**config.mk**
```make
export PLATFORM = sky130hd
export DESIGN_NAME = region_guard
export DESIGN_NICKNAME = d
export VERILOG_FILES = /design/src/rtl/region_guard.sv
export SDC_FILE = /design/constraint.sdc
export NUM_CORES = 1
export LEC_CHECK = 0
export ABC_AREA = 1
export BUFFER_PORTS_ARGS = -buffer_cell sky130_fd_sc_hd__clkbuf_2
export CAP_MARGIN = 10
export CORE_MARGIN = 2
export CORE_UTILIZATION = 60
export CTS_CLUSTER_DIAMETER = 30
export CTS_CLUSTER_SIZE = 28
export DETAILED_ROUTE_END_ITERATION = 7
export MAX_ROUTING_LAYER = met4
export PLACE_DENSITY = 0.89
export SETUP_SLACK_MARGIN = 0.3
export SYNTH_ARGS = -nofsm -noshare
export SYNTH_HDL_FRONTEND = slang
export SYNTH_SLANG_ARGS = --single-unit
```
**constraint.sdc**
```tcl
create_clock -name clk -period 2.8 [get_ports clk]
set_input_delay 0.14 -clock clk [delete_from_list [all_inputs] [get_ports clk]]
set_output_delay 0.14 -clock clk [all_outputs]
set_load 0.02 [all_outputs]
```
**src/rtl/region_guard.sv**
```systemverilog
module region_guard #(
  parameter int NUM_REGIONS = 9,
  parameter int ADDR_W      = 40,
  parameter int DATA_W      = 32,
  parameter int ID_W        = 4
) (
  input  logic              clk,
  input  logic              rst_n,
  input  logic              cfg_wr,
  input  logic [11:0]       cfg_addr,
  input  logic [31:0]       cfg_wdata,
  output logic [31:0]       cfg_rdata,
  input  logic              acc_valid,
  input  logic              acc_write,
  input  logic              acc_secure,
  input  logic [ID_W-1:0]   acc_id,
  input  logic [ADDR_W-1:0] acc_addr,
  output logic [DATA_W-1:0] acc_rdata,
  output logic              acc_err,
  output logic              mem_valid,
  input  logic [DATA_W-1:0] mem_rdata,
  output logic              irq
);
  localparam int HI_W = ADDR_W - 32;
  localparam logic [5:0] MIN_CODE = 6'd14;
  localparam logic [31:0] BUILD_WORD =
    {18'd0, 6'(ADDR_W - 1), 4'd0, 4'(NUM_REGIONS - 1)};

  logic [ADDR_W-1:0] base_q [NUM_REGIONS];
  logic [5:0]        size_q [NUM_REGIONS];
  logic [3:0]        perm_q [NUM_REGIONS];
  logic [NUM_REGIONS-1:0] en_q;
  logic [NUM_REGIONS-1:0] hit;

  logic [1:0]        act_q;
  logic              pend_q, ovr_q;
  logic [ADDR_W-1:0] flt_addr_q;
  logic              flt_wr_q, flt_sec_q;
  logic [ID_W-1:0]   flt_id_q;

  wire       rgn_sel = cfg_addr[11:8] == 4'h1;
  wire [3:0] rgn_idx = cfg_addr[7:4];
  wire [1:0] rgn_sub = cfg_addr[3:2];
  wire       clr_hit = cfg_wr && cfg_addr == 12'h014 && cfg_wdata[0];
  wire       act_wr  = cfg_wr && cfg_addr == 12'h004;

  for (genvar r = 0; r < NUM_REGIONS; r++) begin : g_rgn
    logic [5:0]        code;
    logic [ADDR_W-1:0] keep;
    wire               wr_me = cfg_wr && rgn_sel && rgn_idx == 4'(r);

    assign code = (r == 0) ? 6'd63 :
                  (size_q[r] < MIN_CODE) ? MIN_CODE : size_q[r];

    always_comb
      for (int i = 0; i < ADDR_W; i++)
        keep[i] = i > int'(code);

    assign hit[r] = ((r == 0) || en_q[r]) &&
                    (((acc_addr ^ base_q[r]) & keep) == '0);

    always_ff @(posedge clk or negedge rst_n)
      if (!rst_n) begin
        base_q[r] <= '0;
        size_q[r] <= '0;
        perm_q[r] <= '0;
        en_q[r]   <= 1'b0;
      end else if (wr_me) begin
        case (rgn_sub)
          2'd0: base_q[r][31:0]       <= cfg_wdata;
          2'd1: base_q[r][ADDR_W-1:32] <= cfg_wdata[HI_W-1:0];
          2'd2: begin
            en_q[r]   <= cfg_wdata[0];
            size_q[r] <= cfg_wdata[6:1];
            perm_q[r] <= cfg_wdata[31:28];
          end
          default: ;
        endcase
      end
  end

  logic [3:0] win_perm;
  always_comb begin
    win_perm = perm_q[0];
    for (int r = 1; r < NUM_REGIONS; r++)
      if (hit[r]) win_perm = perm_q[r];
  end

  wire allow = win_perm[{acc_secure, ~acc_write}];
  wire viol  = acc_valid && !allow;

  assign mem_valid = acc_valid && allow;
  assign acc_rdata = mem_valid ? mem_rdata : '0;
  assign acc_err   = viol && act_q[0];
  assign irq       = pend_q && act_q[1];

  wire pend_live = pend_q && !clr_hit;

  always_ff @(posedge clk or negedge rst_n)
    if (!rst_n) begin
      act_q      <= 2'd0;
      pend_q     <= 1'b0;
      ovr_q      <= 1'b0;
      flt_addr_q <= '0;
      flt_wr_q   <= 1'b0;
      flt_sec_q  <= 1'b0;
      flt_id_q   <= '0;
    end else begin
      if (act_wr) act_q <= cfg_wdata[1:0];
      if (clr_hit) begin
        pend_q <= 1'b0;
        ovr_q  <= 1'b0;
      end
      if (viol) begin
        if (!pend_live) begin
          pend_q     <= 1'b1;
          flt_addr_q <= acc_addr;
          flt_wr_q   <= acc_write;
          flt_sec_q  <= acc_secure;
          flt_id_q   <= acc_id;
        end else begin
          ovr_q <= 1'b1;
        end
      end
    end

  always_comb begin
    cfg_rdata = '0;
    case (cfg_addr)
      12'h000: cfg_rdata = BUILD_WORD;
      12'h004: cfg_rdata = {30'd0, act_q};
      12'h010: cfg_rdata = {30'd0, ovr_q, pend_q};
      12'h020: cfg_rdata = flt_addr_q[31:0];
      12'h024: cfg_rdata = 32'(flt_addr_q[ADDR_W-1:32]);
      12'h028: cfg_rdata = {30'd0, flt_sec_q, flt_wr_q};
      12'h02C: cfg_rdata = 32'(flt_id_q);
      default:
        if (rgn_sel)
          for (int r = 0; r < NUM_REGIONS; r++)
            if (rgn_idx == 4'(r))
              case (rgn_sub)
                2'd0: cfg_rdata = base_q[r][31:0];
                2'd1: cfg_rdata = 32'(base_q[r][ADDR_W-1:32]);
                2'd2: cfg_rdata = {perm_q[r], 21'd0, size_q[r],
                                   (r == 0) ? 1'b1 : en_q[r]};
                default: cfg_rdata = '0;
              endcase
    endcase
  end
endmodule

```
==> summary.txt, run 1 <==
Status
  – Outcome: stopped before the end
  – Stop stage: global routing (5_1_grt)
  – Tool Error: [ERROR GRT-0232] Routing congestion too high. Check the congestion heatmap in the GUI.

Synthesis
  – Top FF cell, synth: dfrtp_1
  – Average size of a mapped cell: 7.72 µm²
  – Post-synthesis register bit count: 508
  – Mapped cell area: 28,100 µm²
  – Cells after Synth: 3,637
  – Yosys cell types: 63
  – Syn nets: 3,763
  – Register area share after synthesis: 45.3%
  – Number of flops mapped to enable cells by yosys: 0
  – Warnings, synthesis: 0
  – Async SR Flop Fraction: 100%

GRT
  – Largest net degree at the start of global routing: 93
  – Total GRT Usage: 72.7%
  – GR Overflow Total: 66

Die
  – Initial Utilization: 60.6%
  – Die W: 220 µm
  – # IOs: 193
  – Die Y-Extent: 220 µm
  – Rows: 79

Clock tree
  – Clock Sinks: 508
  – Longest Clk Path Bufs: 3
  – Clock Tree Root: clkbuf_16
  – H-tree Lvls: 3
  – CTS Buf Count: 106

Place
  – Placed cell areas: 33,300 µm²
  – Post-DP HPWL: 79,400 µm
  – PortBufs: 192
  – Gp weighted congestion: 1.09
  – Setup WS pre-CTS: -0.383 ns
per-layer routing:
layer,global-route usage [%],GRT overflow
met5,-,-
met4,65.2,23
met3,54.1,3
met2,86.8,38
met1,75.8,2
what timing repair did:
item,4_1_cts
gates resized for setup,387
buffers inserted,40
setup endpoints to repair,114
cloned,7
hold buffers,51
hold endpoints to repair,578
pin swaps,126
metrics by stage:
step / util, % / instances
CTS: 85.5 / 4990
detailed placement: 71.8 / 4694
floorplan: - / 3637
global placement: 71.8 / 4694
cell usage after synthesis (all sizes together), types with 2 or more instances:
cell	n	area share [%]
nand2	1039	14
o21ai	603	11
dfrtp	508	45
inv	234	3.1
nor2	196	2.8
clkbuf	177	2.4
a21oi	152	2.7
nand3	128	2.5
xnor2	113	3.6
nand4	89	2.0
buf	74	1.5
xor2	68	2.1
o2111ai	43	1.3
a221oi	32	1.0
o211ai	30	0.80
a22o	21	0.65
nor3	21	0.41
a31oi	14	0.31
a32oi	9	0.28
clkinv	8	0.11
or2	8	0.18
a221o	7	0.25
a32o	7	0.25
o221ai	7	0.22
o22ai	7	0.16
o31ai	6	0.16
a211oi	5	0.15
nor4	5	0.16
o2bb2ai	4	0.12
a21boi	3	0.080
a2bb2oi	3	0.094
o311ai	3	0.094
o41ai	3	0.12
nand3b	2	0.053
o32ai	2	0.062
cells by family after synthesis:
family	count (synthesis)	share of synthesized area, %
buf+inv	493	7.13
simple gates	1489	22.1
flops	508	45.3
compound gates	966	19.9
xor+xnor	181	5.67
==> inputs of run 2 (changes only) <==
Settings changed: CORE_UTILIZATION 60 to 40, CTS_CLUSTER_DIAMETER 30 to default, CTS_CLUSTER_SIZE 28 to default, MAX_ROUTING_LAYER met4 to default, PLACE_DENSITY 0.89 to default, PLACE_DENSITY_LB_ADDON from default to 0.15, SETUP_SLACK_MARGIN 0.3 to default.
==> summary.txt, run 2 <==
Synthesis
  – Post-synthesis register bit count: 508 (unchanged)
  – Yosys cell types: 63 (unchanged)
  – Syn nets: 3,763 (unchanged)
  – Async SR Flop Fraction: 100% (unchanged)
  – Commonest cells in the netlist: 1,022 x nand2_1, 563 x o21ai_0, 508 x dfrtp_1, 207 x inv_1, 187 x nor2_1
  – Cells after Synth: 3,637 (unchanged)
  – Count leader, synth: nand2_1
  – Post-synth top area cell: dfrtp_1
  – Top FF cell, synth: dfrtp_1
  – Area share of the largest cell type after synthesis: 45.3% (unchanged)
  – Synth area leaders: dfrtp_1 45%, nand2_1 14%, o21ai_0 10%
  – Warnings, synthesis: 0 (unchanged)
  – Number of flops mapped to enable cells by yosys: 0 (unchanged)
  – Register area share after synthesis: 45.3% (unchanged)
  – Average size of a mapped cell: 7.72 µm² (unchanged)
  – Mapped cell area: 28,100 µm² (unchanged)

Timing
  – Final setup violation count: 91
  – Period utilization: 135%
  – Worst Tran Pin Value: 1.05 ns
  – RSZ-0062 raised after global routing: yes
  – Fin. Hold Viols: 0
  – Relative slew slack: 30.3%
  – Minimum clock period: 3.78 ns
  – Final worst setup slack: -0.985 ns
  – Peak Freq: 264 MHz
  – Pins Over Slew Limit: 0
  – Clock Skew: 0.0246 ns
  – Setup_tns: -71.05 ns

Critical path
  – Worst EP required: 2.66 ns
  – Endpoint class of the critical path: output pin
  – CP arrival: 3.64 ns
  – Critical Path, Cell by Cell: buf_4 > nand2_2 > buf_4 > nor2_1 > o21ai_0 > o21ai_1 > nand4_1 > a21oi_1 > nand2_1 > nand2_1 > nand2_2 > buf_4 > nand3_2 > nand3_2 > nand2_1 > nand2_1 > nand2_1 > nand2_2 > nand3_4 > nand3_4 > clkbuf_16 > nor2_1 > buf_4
  – Setup CP Type: flop to output pin
  – Worst path max stage delay: 0.36 ns
  – Worst path bufs/invs: 5
  – Most used cell, CP: nand2_1
  – CP startpoint kind: flop
  – Top Family by Delay on Critical Path: simple AND/OR/NAND/NOR gates
  – Slowest-stage cell, CP: dfrtp_1
  – Crit path max fanout: 8

Place
  – Post-DP HPWL: 86,900 µm (+9.3%)
  – Setup WS pre-CTS: -0.500 ns (-0.117 ns)
  – Gp weighted congestion: 0.981 (-9.9%)
  – PortBufs: 192 (unchanged)
  – Placed cell areas: 33,500 µm² (+0.53%)

GRT
  – Gr busiest metal: met2
  – Antenna violations before repair: 0
  – Number of global-route vias before repair: 27.5k
  – Largest net degree at the start of global routing: 65
  – GR Overflow Total: 0
  – Met1 Use GR: 47.8%
  – Met2 Use GR: 51.2%
  – M3 GR Usage: 5.53%
  – Total GRT Usage: 33.7%
  – First-pass GRT wire length: 180,000 µm

Clock tree
  – Clock Tree Root: clkbuf_16
  – H-tree Lvls: 2 (-1)
  – CTS clock-pin slew for the worst setup and hold paths: 0.06 ns
  – Longest Clk Path Bufs: 3 (unchanged)
  – Worst skew pair latency: 0.65 ns
  – Clock Sinks: 508 (unchanged)
  – CTS Buf Count: 58 (-45%)
  – CTS tree: done

Cells and area
  – Core Util, Final: 54.9%
  – Layout cell share with drive strength beyond 1: 27.8%
  – Max reg flops: 360
  – Biggest register: base_q
  – Final Cell Area: 38,300 µm²
  – Most common cell after layout, fill and taps aside: nand2_1
  – Leading registers by flop count: base_q x360, size_q x54, flt_addr_q x40
  – Area Overhead vs Synth: 36.5%
  – Final nets: 4,378
  – Commonest cells after routing, fill and taps aside: 969 x nand2_1, 523 x o21ai_0, 491 x buf_4
  – Ant diodes: 0

Power and ir drop
  – Leakage: 17.7 nW
  – Worst VDD drop: 467 µV
  – Total power: 18.0 mW
  – Pwr/cell area: 470 nW/µm²

Detailed routing
  – DRT Pass-1 Iters: 6
  – Routed length per instance: 23.5 µm
  – Residual DRC count: 0
  – Total number of vias: 29.0k
  – Drt initial violations: 3,067
  – Drt via density: 5.54
  – WL final: 123,000 µm
  – Routed Antenna Nets: 0

Die
  – Initial Utilization: 40.2% (-20 points)
  – Die Y-Extent: 269 µm (+22%)
  – # IOs: 193 (unchanged)
  – Rows: 97 (+23%)
  – Total die area: 72,400 µm²
  – Die W: 269 µm (+22%)
  – Core area: 69,800 µm²

Status
  – Failing checks: negative setup slack
  – Outcome: finished with violations

Min path
  – HP Class: input port to flop

Run
  – Max_cap viols: 0
[run 2: cells by family (layout without fill, tap and decap cells)]
logic type / Yosys count / after routing / synth area share (%)
AOI/OAI and AO/OA: 966 / 966 / 19.9
xor gates and xnor gates: 181 / 181 / 5.67
buffers and inverters: 493 / 1154 / 7.13
DFF: 508 / 508 / 45.3
and+or+nand+nor: 1489 / 1489 / 22.1
[run 2: per-layer routing]
metal	part of all wire (%)	routed length (µm)	vias to the layer above
met4	4.5	5530	0
met3	7.7	9530	229
met1	43	53300	14100
met2	44	54700	1222
li1	-	-	13456
met5	0	0	-
[run 2: tightest hold or removal path, cell delays in order]
cell	delay, ns
clkbuf_2	0.14
buf_4	0.20
nand4_1	0.10
nand2_1	0.05
[run 2: what timing repair did]
action | 4_1_cts | 5_1_grt
gates cloned | 14 | 2
gates resized for setup | 299 | 210
hold endpoints to repair | 625 | 0
endpoints found under the setup margin | 99 | 104
pin swaps | 71 | 93
hold buffers | 46 | 0
buffers inserted | 27 | 18
[run 2: layout make-up]
| class | instances | area (µm²) |
|---|---|---|
| fillers | 6561 | 31400 |
| repair buffers | 806 | 6900 |
| flip-flops and latches | 508 | 12700 |
| inverters | 242 | 937 |
| clock buffers | 81 | 1660 |
| well taps | 940 | 1180 |
| clock inverters | 25 | 323 |
| multi-input cells | 2636 | 14600 |
[run 2: power by group]
part | switching (mW) | total [mW] | internal, mW | leakage [nW]
logic | 1.41 | 2.25 | 0.840 | 9.82
clock network | 3.40 | 8.01 | 4.60 | 0.951
registers | 0.187 | 7.75 | 7.57 | 6.98
[run 2: through the flow]
step                hold slack (ns)  cells
floorplan                    -0.156   3637
global placement              0.137   5035
finish                       0.0244   5238
global route                 0.0322   5238
detailed placement            0.139   5035
CTS                         0.00982   5223
[run 2: final timing paths]
kind	startpoint	to	slack, ns	cells after the start
max reg2reg	size_q[38]	flt_addr_q[2]	-0.86	25
min	acc_addr[24]	flt_addr_q[24]	0.02	4
min reg2reg	flt_addr_q[39]	flt_addr_q[39]	0.48	2
max in group asynchronous	rst_n	size_q[9]	1.93	3
min in group asynchronous	rst_n	base_q[261]	0.06	2
max	size_q[27]	acc_rdata[5]	-0.98	23
(Power assumes the default switching activity.)
==> inputs of run 3 (changes only) <==
Settings changed: CORE_UTILIZATION 40 to 45.
==> summary.txt, run 3 (synthesis gave the netlist of run 2 again) <==
GRT
  – M3 GR Usage: 7.08% (+1.5 points)
  – GR Overflow Total: 0 (unchanged)
  – First-pass GRT wire length: 177,000 µm (-2.1%)
  – Antenna violations before repair: 3 (+3)
  – Met1 Use GR: 51.8% (+4.0 points)
  – Largest net degree at the start of global routing: 87 (+34%)
  – Gr busiest metal: met2
  – Met2 Use GR: 55.3% (+4.1 points)
  – Number of global-route vias before repair: 27.3k (-0.99%)
  – Total GRT Usage: 36.8% (+3.1 points)

Detailed routing
  – Residual DRC count: 0 (unchanged)
  – WL final: 120,000 µm (-2.7%)
  – Total number of vias: 29.3k (+0.85%)
  – Drt via density: 5.70 (+2.9%)
  – Routed Antenna Nets: 0 (unchanged)
  – Drt initial violations: 3,440 (+12%)
  – DRT Pass-1 Iters: 6 (unchanged)
  – Routed length per instance: 23.3 µm (-0.70%)

Die
  – Rows: 91 (-6.2%)
  – Die W: 254 µm (-5.6%)
  – # IOs: 193 (unchanged)
  – Total die area: 64,400 µm² (-11%)
  – Die Y-Extent: 254 µm (-5.6%)
  – Initial Utilization: 45.5% (+5.3 points)
  – Core area: 61,700 µm² (-12%)

Place
  – Setup WS pre-CTS: -0.436 ns (+0.0634 ns)
  – Gp weighted congestion: 1.06 (+7.6%)
  – Placed cell areas: 33,300 µm² (-0.48%)
  – Post-DP HPWL: 85,600 µm (-1.5%)
  – Placed cell count: 4,936 (-2.0%)
  – PortBufs: 192 (unchanged)

Clock tree
  – CTS tree: done
  – Worst skew pair latency: 0.65 ns (about the same)
  – Longest Clk Path Bufs: 3 (unchanged)
  – Clock Sinks: 508 (unchanged)
  – CTS Buf Count: 57 (-1.7%)
  – CTS clock-pin slew for the worst setup and hold paths: 0.06 ns (about the same)
  – H-tree Lvls: 2 (unchanged)
  – Clock Tree Root: clkbuf_16

Critical path
  – CP arrival: 3.67 ns (+0.03 ns)
  – Worst EP required: 2.66 ns (about the same)
  – Slowest-stage cell, CP: dfrtp_1
  – Setup CP Type: flop to output pin
  – Crit path max fanout: 16 (+8)
  – FF-to-FF setup slack: -0.66 ns (+0.20 ns)
  – CP startpoint kind: flop
  – Reg-to-reg critical path endpoint: flt_addr_q[31]
  – Top Family by Delay on Critical Path: simple AND/OR/NAND/NOR gates
  – R2R cell count: 26 (+4.0%)
  – Critical Path, Cell by Cell: buf_6 > inv_6 > nand4_1 > o21ai_2 > o31ai_4 > o21ai_1 > nor2_1 > nand2_2 > nor2_4 > buf_6 > nand3_1 > nand2_1 > inv_1 > nand2_1 > nand2_1 > nand2_1 > nand2_2 > nand3_4 > nand3_4 > buf_8 > inv_1 > clkbuf_2
  – Most used cell, CP: nand2_1
  – Endpoint class of the critical path: output pin
  – Worst reg2reg path startpoint: size_q[20]
  – Worst path max stage delay: 0.42 ns (+0.06 ns)
  – Worst path bufs/invs: 7 (+2)

Power and ir drop
  – Total power: 17.9 mW (-0.90%)
  – Psw: 4.89 mW (-2.2%)
  – Part of the power in registers: 43.4% (+0.4 points)
  – Clk pwr share: 44.1% (-0.3 points)
  – Pint: 13.0 mW (-0.40%)
  – Combinational share of power: 12.5% (about the same)
  – Switching Fraction: 27.4% (-0.36 points)
  – Worst VDD drop: 528 µV (+13%)
  – Leakage: 17.6 nW (-0.84%)
  – Pwr/cell area: 471 nW/µm² (+0.29%)

Timing
  – Fin. Hold Viols: 0 (unchanged)
  – Minimum clock period: 3.81 ns (+0.0292 ns)
  – Hold WS: 0.0265 ns (+0.00219 ns)
  – Clock Skew: 0.0254 ns (+0.000848 ns)
  – Setup_tns: -63.91 ns (+7.15 ns)
  – Period utilization: 136% (+1.0 points)
  – Final worst setup slack: -1.01 ns (-0.0292 ns)
  – Peak Freq: 262 MHz (-0.77%)
  – Worst Tran Pin Value: 0.968 ns (-0.0775 ns)
  – Relative slew slack: 35.4% (+5.1 points)
  – Final setup violation count: 89 (-2.2%)
  – Pins Over Slew Limit: 0 (unchanged)
  – RSZ-0062 raised after global routing: yes

Min path
  – Hold_sp: acc_addr[18]
  – Worst min-delay path endpoint: flt_addr_q[18]
  – Worst hold stages: 4 (unchanged)
  – HP Class: input port to flop

Cells and area
  – Commonest cells after routing, fill and taps aside: 982 x nand2_1, 529 x o21ai_0, 503 x buf_4
  – Layout cell share with drive strength beyond 1: 27.1% (-0.70 points)
  – Most common cell after layout, fill and taps aside: nand2_1
  – Area Overhead vs Synth: 34.9%
  – Finished Layout Cells: 5,134 (-2.0%)
  – Biggest register: base_q
  – Core Util, Final: 61.4% (+6.5 points)
  – Max reg flops: 360 (unchanged)
  – Final Cell Area: 37,900 µm² (-1.2%)
  – Fillers: 5,538 (-16%)
  – Final nets: 4,375 (-0.069%)
  – Leading registers by flop count: base_q x360, size_q x54, flt_addr_q x40
  – Sequential cell area: 12,700 µm² (about the same)
  – Multi-input combinational cell area: 14,500 µm² (-0.57%)

Status
  – Failing checks: negative setup slack
  – Outcome: finished with violations

Run
  – Max_cap viols: 0 (unchanged)
run 3: cell count changes in the layout (fill, tap and decap cells not counted), moves of 5 or more:
cell,before,now
o21ai_0,523,529
nand2_1,969,982
buf_12,36,31
buf_4,491,503
o21ai_1,56,45
buf_16,14,5
nand2_2,61,50
buf_6,46,40
buf_8,10,18
o21ai_2,22,28
run 3: repair_timing:
item	CTS	global route
buffers inserted	30	13
pin swaps	61	58
hold endpoints to repair	236	0
cloned	8	2
gates resized for setup	303	165
setup endpoints to repair	104	112
hold buffers	44	0
run 3: cell type report:
cell class                      instances  area share, %
Timing Repair Buffer                  804           17.7
Sequential cell                       508           33.6
Antenna cell                            2         0.0132
Clock buffer                           83           4.47
Clock inverter                         22          0.660
Multi-Input combinational cell       2636           38.4
Tap cell                              837           2.76
Inverter                              242           2.47
run 3: worst max-delay path by stage:
stage,start,to,slack (ns),depth (start not counted)
after global routing,size_q[9],acc_err,-1.14,22
after floorplan,size_q[41],acc_err,0.10,22
after global placement,size_q[47],flt_addr_q[31],-0.42,26
final,size_q[20],mem_valid,-1.01,22
after CTS,size_q[46],acc_rdata[27],-0.94,26
after detailed placement,size_q[47],flt_addr_q[38],-0.44,26
run 3: worst reg2reg max path: stages, from the launching register on:
cell and delay, ns:
dfrtp_1 0.42, buf_6 0.15, inv_6 0.06, nand4_1 0.22, o21ai_2 0.35, o31ai_4 0.14
o21ai_1 0.13, nor2_1 0.06, nand2_2 0.13, nor2_4 0.07, buf_6 0.12, nand3_1 0.07
nand2_1 0.06, inv_1 0.05, nand2_1 0.05, nand2_1 0.07, nand2_1 0.06, nand2_2 0.07
nand3_4 0.10, buf_4 0.16, nand2_4 0.09, buf_6 0.14, nand3_4 0.12, buf_12 0.19
buf_16 0.14, nand2_1 0.06, nand2_1 0.05
run 3: layer usage:
layer / part of all wire [%] / vias up
li1: - / 13452
met1: 41 / 14073
met2: 44 / 1503
met3: 9.9 / 227
met4: 4.6 / 0
met5: 0 / -
run 3: power groups by stage:
stage | Clock [mW] | Sequential (mW) | Combinational, mW
after global placement | 0 | 7.87 | 1.95
after detailed placement | 0 | 7.86 | 1.95
final | 7.87 | 7.74 | 2.23
after global routing | 8.21 | 7.76 | 2.37
after CTS | 7.94 | 7.74 | 2.14
after floorplan | 0 | 7.81 | 0.854
